### src/rtl/vlan_hash_filter.sv
module vlan_hash_filter #(
  parameter int VID_W = 12,
  parameter int TBL_W = 16,
  parameter int CRC_W = 32,
  parameter logic [CRC_W-1:0] POLY = 32'hEDB88320,
  parameter logic [15:0] CTAG_TPID = 16'h8100,
  parameter logic [VID_W-1:0] VID_RST = 12'd1
) (
  input  logic             clk,
  input  logic             rst_n,
  input  logic             filt_en,
  input  logic             promisc,
  input  logic             cfg_we,
  input  logic             cfg_sel,
  input  logic [15:0]      cfg_wdata,
  input  logic             frm_valid,
  input  logic             frm_tagged,
  input  logic [15:0]      frm_tpid,
  input  logic [15:0]      frm_tci,
  output logic             frm_ready,
  output logic             dec_valid,
  output logic             dec_pass,
  input  logic             bld_start,
  input  logic [VID_W-1:0] bld_vid,
  input  logic             bld_clear,
  output logic [TBL_W-1:0] hash_table
);
  localparam int IDX_W = $clog2(TBL_W);
  localparam int CNT_W = $clog2(VID_W);
  localparam logic [CNT_W-1:0] LAST_CNT = CNT_W'(VID_W - 1);

  logic busy_q, bld_op_q, bypass_q, match_q, dv_q, pass_q;
  logic [CNT_W-1:0] cnt_q;
  logic [CRC_W-1:0] crc_q, crc_nx;
  logic [VID_W-1:0] sh_q, vid_q;
  logic [TBL_W-1:0] tbl_q, tbl_base, set_vec;
  logic [IDX_W-1:0] idx;
  logic fb, last, take_frm, take_bld, tagged_c, hit;

  assign fb       = crc_q[0] ^ sh_q[0];
  assign crc_nx   = (crc_q >> 1) ^ (fb ? POLY : '0);

  for (genvar g = 0; g < IDX_W; g++) begin : g_idx
    assign idx[IDX_W-1-g] = ~crc_nx[g];
  end

  assign last     = busy_q && (cnt_q == LAST_CNT);
  assign take_frm = !busy_q && frm_valid;
  assign take_bld = !busy_q && !frm_valid && bld_start;
  assign tagged_c = frm_tagged && (frm_tpid == CTAG_TPID);
  assign hit      = tbl_q[idx];
  assign set_vec  = (last && bld_op_q) ? (TBL_W'(1) << idx) : '0;

  always_comb begin
    if (cfg_we && !cfg_sel) tbl_base = cfg_wdata[TBL_W-1:0];
    else if (bld_clear)     tbl_base = '0;
    else                    tbl_base = tbl_q;
  end

  always_ff @(posedge clk or negedge rst_n) begin
    if (!rst_n) begin
      busy_q   <= 1'b0;
      bld_op_q <= 1'b0;
      bypass_q <= 1'b0;
      match_q  <= 1'b0;
      dv_q     <= 1'b0;
      pass_q   <= 1'b0;
      cnt_q    <= '0;
      crc_q    <= '1;
      sh_q     <= '0;
    end else begin
      dv_q <= 1'b0;
      if (take_frm) begin
        busy_q   <= 1'b1;
        bld_op_q <= 1'b0;
        cnt_q    <= '0;
        crc_q    <= '1;
        sh_q     <= frm_tci[VID_W-1:0];
        bypass_q <= promisc || !filt_en || !tagged_c;
        match_q  <= (frm_tci[VID_W-1:0] == vid_q);
      end else if (take_bld) begin
        busy_q   <= 1'b1;
        bld_op_q <= 1'b1;
        cnt_q    <= '0;
        crc_q    <= '1;
        sh_q     <= bld_vid;
        bypass_q <= 1'b0;
        match_q  <= 1'b0;
      end else if (busy_q) begin
        crc_q <= crc_nx;
        sh_q  <= sh_q >> 1;
        if (last) begin
          busy_q <= 1'b0;
          if (!bld_op_q) begin
            dv_q   <= 1'b1;
            pass_q <= bypass_q || match_q || hit;
          end
        end else begin
          cnt_q <= cnt_q + 1'b1;
        end
      end
    end
  end

  always_ff @(posedge clk or negedge rst_n) begin
    if (!rst_n) begin
      tbl_q <= '0;
      vid_q <= VID_RST;
    end else begin
      tbl_q <= tbl_base | set_vec;
      if (cfg_we && cfg_sel) vid_q <= cfg_wdata[VID_W-1:0];
    end
  end

  assign frm_ready  = !busy_q;
  assign dec_valid  = dv_q;
  assign dec_pass   = pass_q;
  assign hash_table = tbl_q;

endmodule

### config.mk
export PLATFORM = sky130hd
export DESIGN_NAME = vlan_hash_filter
export DESIGN_NICKNAME = d
export VERILOG_FILES = /design/src/rtl/vlan_hash_filter.sv
export SDC_FILE = /design/constraint.sdc
export NUM_CORES = 1
export LEC_CHECK = 0
export CAP_MARGIN = 10
export CORE_ASPECT_RATIO = 1.75
export CORE_MARGIN = 5
export CORE_UTILIZATION = 23
export CTS_BUF_LIST = sky130_fd_sc_hd__clkbuf_4 sky130_fd_sc_hd__clkbuf_8
export CTS_CLUSTER_DIAMETER = 50
export DETAILED_ROUTE_END_ITERATION = 16
export DONT_BUFFER_PORTS = 1
export PLACE_DENSITY = 0.34
export SLEW_MARGIN = 0
export SYNTH_ARGS = -nofsm -noshare
export SYNTH_HDL_FRONTEND = slang
export SYNTH_SLANG_ARGS = --single-unit
### constraint.sdc
create_clock -name clk -period 1.6 [get_ports clk]
set_clock_uncertainty 0.05 [all_clocks]
set_input_delay 0.24 -clock clk [delete_from_list [all_inputs] [get_ports clk]]
set_output_delay 0.24 -clock clk [all_outputs]
set_load 0.005 [all_outputs]
==> results by group, run 1 <==
Outcome
  – Status: finished with violations
  – Failing checks: hold timing, setup timing

Clocking
  – H-tree Lvls: 3
  – Clock buffer depth: 2
  – # hold bufs at CTS: 18
  – Num CTS Buffers: 9
  – Clk Latency, worst-skew pair: 0.36 ns
  – Clock Sinks: 82
  – Root Buffer: clkbuf_8
  – TritonCTS clock tree: built
  – Clk pin slew, worst setup/hold paths: 0.09 ns

Floorplan
  – Die Footprint: 0.0201 sq mm
  – Die W: 109 microns
  – Initial core utilization: 0.234
  – Total core area: 0.0170 sq mm
  – Num ports: 89
  – # rows: 63
  – Die Span Y: 184 microns

Yosys
  – Seq/Total Area, Yosys: 0.526
  – Most frequent cell after synthesis: a21oi_1
  – Compound-gate portion of the synthesized area: 0.176
  – Mux contribution to synthesized area: 0.0616
  – Post-synthesis cell count: 356
  – Simple-gate share of the synthesized area: 0.113
  – #FFs+latches synth: 82
  – Post-synth EDFFs: 0
  – Most used DFF post-synth: dfrtp_1
  – Mapped Area: 0.00398 sq mm
  – Count of cell types in the netlist: 42
  – Avg Inst Size Synth: 11.2 sq um
  – Xor/xnor share of the synthesized area: 0.0657
  – Post-Synth Adder-Cell Area: 0.00314
  – Top post-synthesis cells by area: dfrtp_1 (31%), dfstp_2 (22%), a21oi_1 (6.8%)
  – Most frequent cells after synthesis: a21oi_1 (54), dfrtp_1 (49), dfstp_2 (33), nor2_1 (23), xnor2_1 (20)
  – Area leader, netlist: dfrtp_1
  – Ys async rst share: 1.00
  – Largest family of logic cells by synthesized area: compound AO/OA/AOI/OAI gates
  – Yosys warnings: 0
  – Syn nets: 427
  – Top cell type's share of synthesized area: 0.308

Critical path
  – Critical path's slowest cell: dfstp_2
  – Critical-path cell list: mux4_2 > mux2i_1 > nand3_1 > o211a_1
  – Crit Path Class: reg -> reg
  – Worst path required time: 1.80 ns
  – Critical Path Stages: 4
  – WP data arrival: 1.85 ns
  – Critical path's largest stage delay: 0.59 ns
  – Critical path endpoint category: flip-flop
  – CP max FO: 4
  – Worst reg-to-reg path cell count: 4
  – WP buf/inv: 0
  – Startpoint types: flip-flop
  – Largest delay share family, worst path: multiplexers

Route
  – Post-route ant nets: 0
  – Final routed DRC violation total: 0
  – Post-Route WL: 12.1 mm
  – Drt pass-1 iters: 4
  – Vias: 2912
  – WL/cell: 19.4 microns
  – Initial DRC count: 124
  – DR vias/cell: 4.67

Global route
  – Grt total ovfl: 0
  – GRT Total Usage: 0.122
  – Number of global-route vias before repair: 3129
  – Pin count of the biggest net entering global routing: 83
  – Initial antenna violation count: 0
  – Grt met1 use: 0.131
  – First-pass GRT wire length: 18.4 mm
  – GR peak layer: met2
  – GR met3 Demand/Resource: 0.0281
  – Met2 GRT Util: 0.220

Power
  – Power density over cell area: 1770 mW/mm^2
  – Max rail drop VDD: 690 uV
  – Leak: 1.93 nW

STA
  – RSZ-0062 raised after global routing: true
  – Final min period: 1.65 ns
  – Endpoints failing setup: 1
  – Worst Tran Pin Value: 0.386 ns
  – F_max: 605 MHz
  – Fin Setup TNS: -0.0536 ns
  – Part of the cycle the worst path needs: 1.03
  – Max Slew Vio Count: 0
  – Final Hold Vio Count: 82
  – Slew HR: 0.739
  – Final setup margin: -0.0536 ns
  – Worst hold slack: -0.488 ns

Layout
  – Layout cell share with drive strength beyond 1: 0.275
  – Area Growth Syn to Fin: 22.3%
  – Nets: 462
  – # diodes: 0

Placement
  – Place WS: -0.0804 ns
  – Gpl congestion: 0.750
  – PortBufs: 0
  – Post-DP HPWL: 8.67 mm

Run
  – Max Cap Viol: 0

Worst hold path
  – Min-delay worst type: in -> async
## repair_timing
| item | 4_1_cts | 5_1_grt |
|---|---|---|
| endpoints found under the hold margin | 114 | 82 |
| pin swaps | 2 | 5 |
| setup endpoints to repair | 11 | 18 |
| setup buffers | 0 | 3 |
| gates resized for setup | 3 | 6 |
| gates cloned | 0 | 1 |
## power by group
part | switching, W | leakage (nW) | internal [W]
clock | 0.000851 | 0.115 | 0.000945
combinational | 0.00137 | 0.856 | 0.00175
sequential | 0.000565 | 0.963 | 0.00315
## layout by cell type, fill, tap and decap left out, drive strengths merged
cell type,count
nor2,23
nor4b,4
nand4,5
clkbuf,11
or3,1
xor2,9
nand4b,1
nand2,10
a221oi,1
nor2b,3
o21ai,7
bufinv,2
o31ai,1
o22ai,11
dfstp,33
and2,1
mux2,14
mux2i,2
or3b,1
dlygate4sd3,18
a21oi,54
a221o,12
nor3b,18
o22a,19
o41ai,1
nand3,3
ha,1
dfrtp,49
nor4,2
xnor2,20
o211a,1
and4b,1
clkinvlp,2
inv,15
mux4,3
buf,33
nor3,3
nand2b,1
## metal layers
layer / vias to the layer above / wire length, microns / part of all wire
met1: 1447 / 4450 / 0.37
li1: 1353 / - / -
met2: 89 / 6550 / 0.54
met4: 0 / 434 / 0.036
met5: - / 0 / 0
met3: 23 / 640 / 0.053
## registers in the layout (all words and copies together) (netlist names)
name / flops
bld_op_q: 1
busy_q: 1
bypass_q: 1
cnt_q: 4
crc_q: 32
dec_pass: 1
dec_valid: 1
hash_table: 16
match_q: 1
sh_q: 12
vid_q: 12
## final cells by class
type	count	area [sq um]
inverter	13	52.6
multi-input combinational	233	1700
tap	227	284
sequential	82	2090
timing repair buffer	52	507
clock buffer	10	138
clock inverter	6	96.3
fill	1828	12200
## cell families (layout without fill, tap and decap cells)
logic type / count (synthesis) / in the layout
compound gates: 107 / 107
xor+xnor: 29 / 29
fa+ha+maj: 1 / 1
buf+inv: 41 / 81
flops: 82 / 82
mux: 19 / 19
simple gates: 77 / 77
## path summary, 6_finish.rpt
kind,startpoint,end,slack (ns)
setup / recovery,crc_q[3],dec_pass,-0.05
hold / removal,rst_n,vid_q[8],-0.49
setup reg to reg,crc_q[3],dec_pass,-0.05
hold reg to reg,crc_q[19],crc_q[19],0.46
max in group asynchronous,rst_n,crc_q[2],1.72
min in group clk,frm_tci[8],sh_q[8],0.04
## stage by stage
step,instance area (sq um),total power (W),util,instances
4_1_cts,4820,0.00869,0.283,621
2_1_floorplan,3990,0.00585,-,356
6_report,4870,0.00863,0.286,623
3_3_place_gp,4390,0.00670,0.258,587
3_5_place_dp,4390,0.00676,0.258,587
5_1_grt,4870,0.00925,0.286,623
No activity file was read; power rests on OpenSTA's default activity.
==> run 2, diff against run 1 <==
==> constraint.sdc (replaced) <==
create_clock -name clk -period 1.6 [get_ports clk]
set_clock_uncertainty 0.05 [all_clocks]
set_input_delay 0.16 -clock clk [delete_from_list [all_inputs] [get_ports clk]]
set_output_delay 0.16 -clock clk [all_outputs]
set_load 0.005 [all_outputs]
==> run 2 against run 1 <==
  * The flow still finishes with violations (hold timing, setup timing)
  * Global-route usage increased by 0.61 points
  * Cell count increased by 1.6%
  * Sequential cell count unchanged
  * Sequential share of layout area shrank 0.31 points
  * Setup slack worse by 0.0082 ns
  * Routed wire length grew 3.8%
  * Sequential power barely moved
  * Critical path depth is the same
  * Clock power shrank 13%
  * Maximum frequency shrank 0.49%
  * Via count is 0.93% higher
  * Critical endpoint unchanged
==> results by group, run 2 (same netlist as run 1, synthesis figures left out) <==
Route
  – Post-route ant nets: 0 (unchanged)
  – Drt pass-1 iters: 4 (unchanged)
  – Vias: 2939 (was 2912)
  – Final routed DRC violation total: 0 (unchanged)
  – WL/cell: 19.8 microns (was 19.4 microns)
  – Post-Route WL: 12.5 mm (was 12.1 mm)
  – DR vias/cell: 4.64 (was 4.67)
  – Initial DRC count: 116 (was 124)

Layout
  – Most frequent cells in the layout: a21oi_1 (54), dfrtp_1 (49), dfstp_2 (33) (unchanged)
  – Nets: 472 (was 462)
  – Finished Cell Area: 0.00490 sq mm (was 0.00487 sq mm)
  – Area Growth Syn to Fin: 23.2% (was 22.3%)
  – # diodes: 0 (unchanged)
  – Layout cell share with drive strength beyond 1: 0.266 (was 0.275)
  – Number of flip-flops in the largest register: 32 (unchanged)
  – Commonest non-fill, non-tap cell in the layout: a21oi_1 (unchanged)
  – Top reg by flops: crc_q (unchanged)

Floorplan
  – Initial core utilization: 0.234 (unchanged)
  – # rows: 63 (unchanged)
  – Die Span Y: 184 microns (unchanged)
  – Die Footprint: 0.0201 sq mm (unchanged)
  – Die W: 109 microns (unchanged)
  – Num ports: 89 (unchanged)
  – Total core area: 0.0170 sq mm (unchanged)

STA
  – Worst Tran Pin Value: 0.777 ns (was 0.386 ns)
  – Final Hold Vio Count: 82 (unchanged)
  – Final setup margin: -0.0618 ns (was -0.0536 ns)
  – Endpoints failing setup: 1 (unchanged)
  – RSZ-0062 raised after global routing: true (unchanged)
  – Worst hold slack: -0.575 ns (was -0.488 ns)
  – Part of the cycle the worst path needs: 1.04 (was 1.03)
  – Final min period: 1.66 ns (was 1.65 ns)
  – F_max: 602 MHz (was 605 MHz)
  – Slew HR: 0.482 (was 0.739)
  – Max Slew Vio Count: 0 (unchanged)

Critical path
  – WP data arrival: 1.87 ns (was 1.85 ns)
  – Critical path endpoint category: flip-flop (unchanged)
  – Startpoint types: flip-flop (unchanged)
  – Reg2reg start: crc_q[2] (was crc_q[3])
  – Worst path required time: 1.81 ns (was 1.80 ns)
  – R2R Setup Slk: -0.06 ns (was -0.05 ns)
  – Worst r2r dst: dec_pass (unchanged)
  – CP max FO: 5 (was 4)
  – Crit Path Class: reg -> reg (unchanged)
  – Worst reg-to-reg path cell count: 4 (unchanged)

Global route
  – Number of global-route vias before repair: 3264 (was 3129)
  – First-pass GRT wire length: 19.0 mm (was 18.4 mm)
  – Initial antenna violation count: 0 (unchanged)
  – GRT Total Usage: 0.128 (was 0.122)
  – Grt total ovfl: 0 (unchanged)
  – Pin count of the biggest net entering global routing: 83 (unchanged)

Outcome
  – Failing checks: hold timing, setup timing (unchanged)
  – Status: finished with violations (unchanged)

Clocking
  – Clk Latency, worst-skew pair: 0.36 ns (about the same)
  – Clock Sinks: 82 (unchanged)
  – Clk pin slew, worst setup/hold paths: 0.10 ns (was 0.09 ns)
  – TritonCTS clock tree: built (unchanged)
  – Clock buffer depth: 2 (unchanged)
  – H-tree Lvls: 3 (unchanged)
  – Root Buffer: clkbuf_8 (unchanged)
  – # hold bufs at CTS: 30 (was 18)
  – Num CTS Buffers: 9 (unchanged)

Power
  – Power density over cell area: 1710 mW/mm^2 (was 1770 mW/mm^2)
  – Leak: 1.97 nW (was 1.93 nW)
  – Max rail drop VDD: 477 uV (was 690 uV)
  – Tot Pwr: 0.00838 W (was 0.00863 W)

Placement
  – Gpl congestion: 0.786 (was 0.750)
  – Dpl cell area: 0.00436 sq mm (was 0.00439 sq mm)
  – PortBufs: 0 (unchanged)
  – Post-DP HPWL: 8.91 mm (was 8.67 mm)

Worst hold path
  – Min-delay worst type: in -> async (unchanged)

Run
  – Max Cap Viol: 0 (unchanged)
run 2: cell types whose count changed in the layout (fill, tap and decap cells not counted), moves of 2 or more:
cell,delta
buf_12,-2
clkinvlp_4,-2
dlygate4sd3_1,+11
inv_4,+2
run 2: worst max path at each step:
stage / from / to / slack [ns] / cells after the start
after floorplan: crc_q[2] / dec_pass / 0.03 / 5
after global placement: crc_q[3] / dec_pass / -0.05 / 4
after detailed placement: crc_q[2] / dec_pass / -0.08 / 4
after CTS: crc_q[2] / dec_pass / -0.07 / 4
after global routing: crc_q[2] / dec_pass / -0.10 / 4
final: crc_q[2] / dec_pass / -0.06 / 4
run 2: worst max-delay path: stages, from the launching register on:
cell,delay [ns]
dfstp_2,0.61
mux4_2,0.53
mux2i_1,0.15
nand3_1,0.09
o211a_1,0.14
run 2: layout make-up:
class | instances | area [sq um]
fill | 1829 | 12100
sequential | 82 | 2090
multi-input combinational | 233 | 1710
timing repair buffer | 62 | 572
tap | 227 | 284
clock buffer | 10 | 131
clock inverter | 6 | 65.1
inverter | 13 | 48.8
run 2: where the power goes:
group | internal [W] | switching, W | leakage, nW
registers | 0.00315 | 0.000571 | 0.963
logic | 0.00170 | 0.00141 | 0.902
clock network | 0.000748 | 0.000811 | 0.105
total | 0.00559 | 0.00279 | 1.97
run 2: per-layer routing:
metal | up-vias | part of all wire | track usage
li1 | 1380 | - | -
met1 | 1460 | 0.37 | 0.134
met2 | 78 | 0.55 | 0.235
met3 | 21 | 0.051 | 0.0341
met4 | 0 | 0.033 | 0.0539
met5 | - | 0 | 0
run 2: timing repair:
item                       in CTS  in global routing
setup buffers                   3                  0
resized for setup               1                 11
pin swaps                       2                  4
setup endpoints to repair      10                 23
gates cloned                    0                  0
hold endpoints to repair      125                 82
run 2: per-stage QoR:
stage / std cells / setup TNS (ns) / hold slack, ns / setup WS [ns] / utilization
detailed placement: 586 / -0.319 / -0.182 / -0.0773 / 0.256
finish: 633 / -0.0618 / -0.575 / -0.0618 / 0.288
CTS: 635 / -0.0691 / -0.602 / -0.0691 / 0.287
floorplan: 356 / 0 / -0.186 / 0.0266 / -
global placement: 586 / -0.144 / -0.184 / -0.0538 / 0.256
global route: 633 / -0.100 / -0.611 / -0.100 / 0.288
==> run 3, diff against run 2 <==
- ABC_AREA: not set -> 1
==> run 3 against run 2 <==
  * The run ends with hold timing left
  * Register-to-register slack gained 0.16 ns
  * Maximum frequency grew 9.5%
  * Combinational power grew 8.7%
  * Sequential share of layout area shrank 1.5 points
  * Critical path depth shrank 1
  * First-iteration DRC count shrank 25%
  * Routed wire length grew 0.19%
  * Total power grew 0.71%
  * Highest routed layer unchanged
  * Sequential cell count is the same
  * Synthesized area grew 6.0%
==> results by group, run 3 <==
Outcome
  – Status: finished with violations (unchanged)
  – Failing checks: hold timing (was hold timing, setup timing)

STA
  – Slew HR: 0.545 (was 0.482)
  – F_max: 659 MHz (was 602 MHz)
  – Final Hold Vio Count: 82 (unchanged)
  – Part of the cycle the worst path needs: 0.949 (was 1.04)
  – Endpoints failing setup: 0 (was 1)
  – Final min period: 1.52 ns (was 1.66 ns)
  – RSZ-0062 raised after global routing: true (unchanged)
  – Fin Setup TNS: 0 ns (was -0.0618 ns)
  – Worst Tran Pin Value: 0.681 ns (was 0.777 ns)
  – Worst hold slack: -0.574 ns (was -0.575 ns)
  – Max Slew Vio Count: 0 (unchanged)
  – Final setup margin: 0.0821 ns (was -0.0618 ns)

Floorplan
  – Num ports: 89 (unchanged)
  – Total core area: 0.0181 sq mm (was 0.0170 sq mm)
  – Die W: 112 microns (was 109 microns)
  – # rows: 65 (was 63)
  – Die Footprint: 0.0213 sq mm (was 0.0201 sq mm)
  – Die Span Y: 189 microns (was 184 microns)
  – Initial core utilization: 0.234 (about the same)

Placement
  – Placed Cells: 711 (was 586)
  – Place WS: -0.0236 ns (was -0.0773 ns)
  – Post-DP HPWL: 8.92 mm (was 8.91 mm)
  – PortBufs: 0 (unchanged)
  – Gpl congestion: 0.795 (was 0.786)

Yosys
  – Seq/Total Area, Yosys: 0.496 (was 0.526)
  – Area leader, netlist: dfrtp_1 (unchanged)
  – Count of cell types in the netlist: 37 (was 42)
  – Top cell type's share of synthesized area: 0.291 (was 0.308)
  – Avg Inst Size Synth: 8.72 sq um (was 11.2 sq um)
  – Post-synth EDFFs: 0 (unchanged)
  – Most used DFF post-synth: dfrtp_1 (unchanged)
  – Syn nets: 555 (was 427)
  – Ys async rst share: 1.00 (unchanged)
  – Top post-synthesis cells by area: dfrtp_1 (29%), dfstp_2 (21%), nand2_1 (8.6%) (was dfrtp_1 (31%), dfstp_2 (22%), a21oi_1 (6.8%))
  – Mapped Area: 0.00422 sq mm (was 0.00398 sq mm)
  – Yosys warnings: 0 (unchanged)
  – Most frequent cells after synthesis: nand2_1 (97), inv_1 (68), dfrtp_1 (49), nor2_1 (34), dfstp_2 (33) (was a21oi_1 (54), dfrtp_1 (49), dfstp_2 (33), nor2_1 (23), xnor2_1 (20))
  – Most frequent cell after synthesis: nand2_1 (was a21oi_1)
  – Post-synthesis cell count: 484 (was 356)
  – #FFs+latches synth: 82 (unchanged)

Route
  – Post-route ant nets: 0 (unchanged)
  – WL/cell: 16.5 microns (was 19.8 microns)
  – Drt pass-1 iters: 4 (unchanged)
  – Final routed DRC violation total: 0 (unchanged)
  – DR vias/cell: 4.45 (was 4.64)
  – Post-Route WL: 12.6 mm (was 12.5 mm)
  – Vias: 3388 (was 2939)
  – Initial DRC count: 87 (was 116)

Critical path
  – Worst reg-to-reg path cell count: 9 (was 4)
  – Critical path endpoint category: primary output (was flip-flop)
  – Critical path's slowest cell: dfrtp_1 (was dfstp_2)
  – Largest delay share family, worst path: buffers and inverters (was multiplexers)
  – WP data arrival: 1.31 ns (was 1.87 ns)
  – Worst path required time: 1.39 ns (was 1.81 ns)
  – Crit Path Class: reg -> out (was reg -> reg)
  – Critical Path Stages: 3 (was 4)
  – Critical-path cell list: inv_2 > buf_8 > buf_4 (was mux4_2 > mux2i_1 > nand3_1 > o211a_1)
  – Startpoint types: flip-flop (unchanged)
  – Critical path's largest stage delay: 0.43 ns (was 0.61 ns)
  – CP max FO: 30 (was 5)
  – WP buf/inv: 3 (was 0)

Worst hold path
  – Min-delay worst type: in -> async (unchanged)

Power
  – Power density over cell area: 1660 mW/mm^2 (was 1710 mW/mm^2)
  – Max rail drop VDD: 507 uV (was 477 uV)
  – Leak: 2.31 nW (was 1.97 nW)

Layout
  – Fin cells: 762 (was 633)
  – Reg area: 0.00209 sq mm (unchanged)
  – Commonest non-fill, non-tap cell in the layout: nand2_1 (was a21oi_1)
  – Most frequent cells in the layout: nand2_1 (95), inv_1 (68), dfrtp_1 (49) (was a21oi_1 (54), dfrtp_1 (49), dfstp_2 (33))
  – Area Growth Syn to Fin: 20.6% (was 23.2%)
  – Nets: 594 (was 472)
  – # diodes: 0 (unchanged)
  – Top reg by flops: crc_q (unchanged)
  – Area of the multi-input gates: 0.00172 sq mm (was 0.00171 sq mm)
  – Layout cell share with drive strength beyond 1: 0.212 (was 0.266)
  – Number of flip-flops in the largest register: 32 (unchanged)
  – # fillers: 2011 (was 1829)

Global route
  – Initial antenna violation count: 0 (unchanged)
  – Number of global-route vias before repair: 3537 (was 3264)
  – GRT Total Usage: 0.119 (was 0.128)
  – Pin count of the biggest net entering global routing: 83 (unchanged)
  – First-pass GRT wire length: 19.7 mm (was 19.0 mm)
  – Grt total ovfl: 0 (unchanged)

Clocking
  – Num CTS Buffers: 9 (unchanged)
  – H-tree Lvls: 3 (unchanged)
  – Clk pin slew, worst setup/hold paths: 0.09 ns (was 0.10 ns)
  – Root Buffer: clkbuf_8 (unchanged)
  – Clk Latency, worst-skew pair: 0.37 ns (was 0.36 ns)
  – # hold bufs at CTS: 33 (was 30)
  – Clock Sinks: 82 (unchanged)
  – TritonCTS clock tree: built (unchanged)
  – Clock buffer depth: 2 (unchanged)

Run
  – Max Cap Viol: 0 (unchanged)
[run 3: layout make-up]
type | count | share of cell area
Clock buffer | 11 | 0.0273
Timing Repair inverter | 1 | 0.00148
Clock inverter | 5 | 0.00615
Multi-Input combinational cell | 298 | 0.338
Tap cell | 234 | 0.0576
Inverter | 80 | 0.0600
Timing Repair Buffer | 51 | 0.0979
Sequential cell | 82 | 0.412
[run 3: what timing repair did]
| item | in CTS | in global routing |
|---|---|---|
| pin swaps | 1 | 5 |
| setup endpoints to repair | 6 | 8 |
| gates resized for setup | 4 | 9 |
| endpoints found under the hold margin | 115 | 82 |
| gates cloned | 0 | 1 |
| buffers inserted | 0 | 1 |
[run 3: layer usage]
| layer | track usage | share of wire |
|---|---|---|
| met3 | 0.0278 | 0.042 |
| met1 | 0.131 | 0.39 |
| met2 | 0.217 | 0.54 |
| met5 | 0 | 0 |
| met4 | 0.0491 | 0.023 |
[run 3: worst reg2reg max path, delay by kind of cell, from the launching register on]
| family | cells | cell delay [ns] |
|---|---|---|
| flops | 1 | 0.62 |
| simple gates | 7 | 0.52 |
| buf+inv | 2 | 0.27 |
[run 3: cell families (layout without fill, tap and decap cells)]
kind of cell,Yosys count,in the layout,synth area share
xor gates and xnor gates,21,21,0.0436
adders and majority gates,1,1,0.00297
and+or+nand+nor,167,167,0.169
AOI/OAI and AO/OA,109,109,0.183
buffers and inverters,104,148,0.105
DFF,82,82,0.496
[run 3: per-stage QoR]
step / total power [W] / hold WS [ns] / util / cell area, sq um
2_1_floorplan: 0.00612 / -0.186 / - / 4220
3_3_place_gp: 0.00690 / -0.182 / 0.251 / 4520
3_5_place_dp: 0.00696 / -0.182 / 0.251 / 4520
4_1_cts: 0.00852 / -0.605 / 0.279 / 5040
5_1_grt: 0.00921 / -0.616 / 0.282 / 5090
6_report: 0.00844 / -0.574 / 0.282 / 5090
[run 3: final timing paths]
kind / startpoint / endpoint / slack [ns]
min: rst_n / bld_op_q / -0.57
max in group asynchronous: rst_n / crc_q[7] / 1.84
min in group clk: bld_vid[3] / sh_q[3] / 0.02
max reg2reg: crc_q[4] / dec_pass / 0.10
max: busy_q / frm_ready / 0.08
min reg2reg: bypass_q / bypass_q / 0.46
[run 3: power by group]
| group | total (W) | internal [W] | switching [W] |
|---|---|---|---|
| Clock | 0.00140 | 0.000594 | 0.000807 |
| Combinational | 0.00337 | 0.00143 | 0.00195 |
| Sequential | 0.00366 | 0.00314 | 0.000527 |
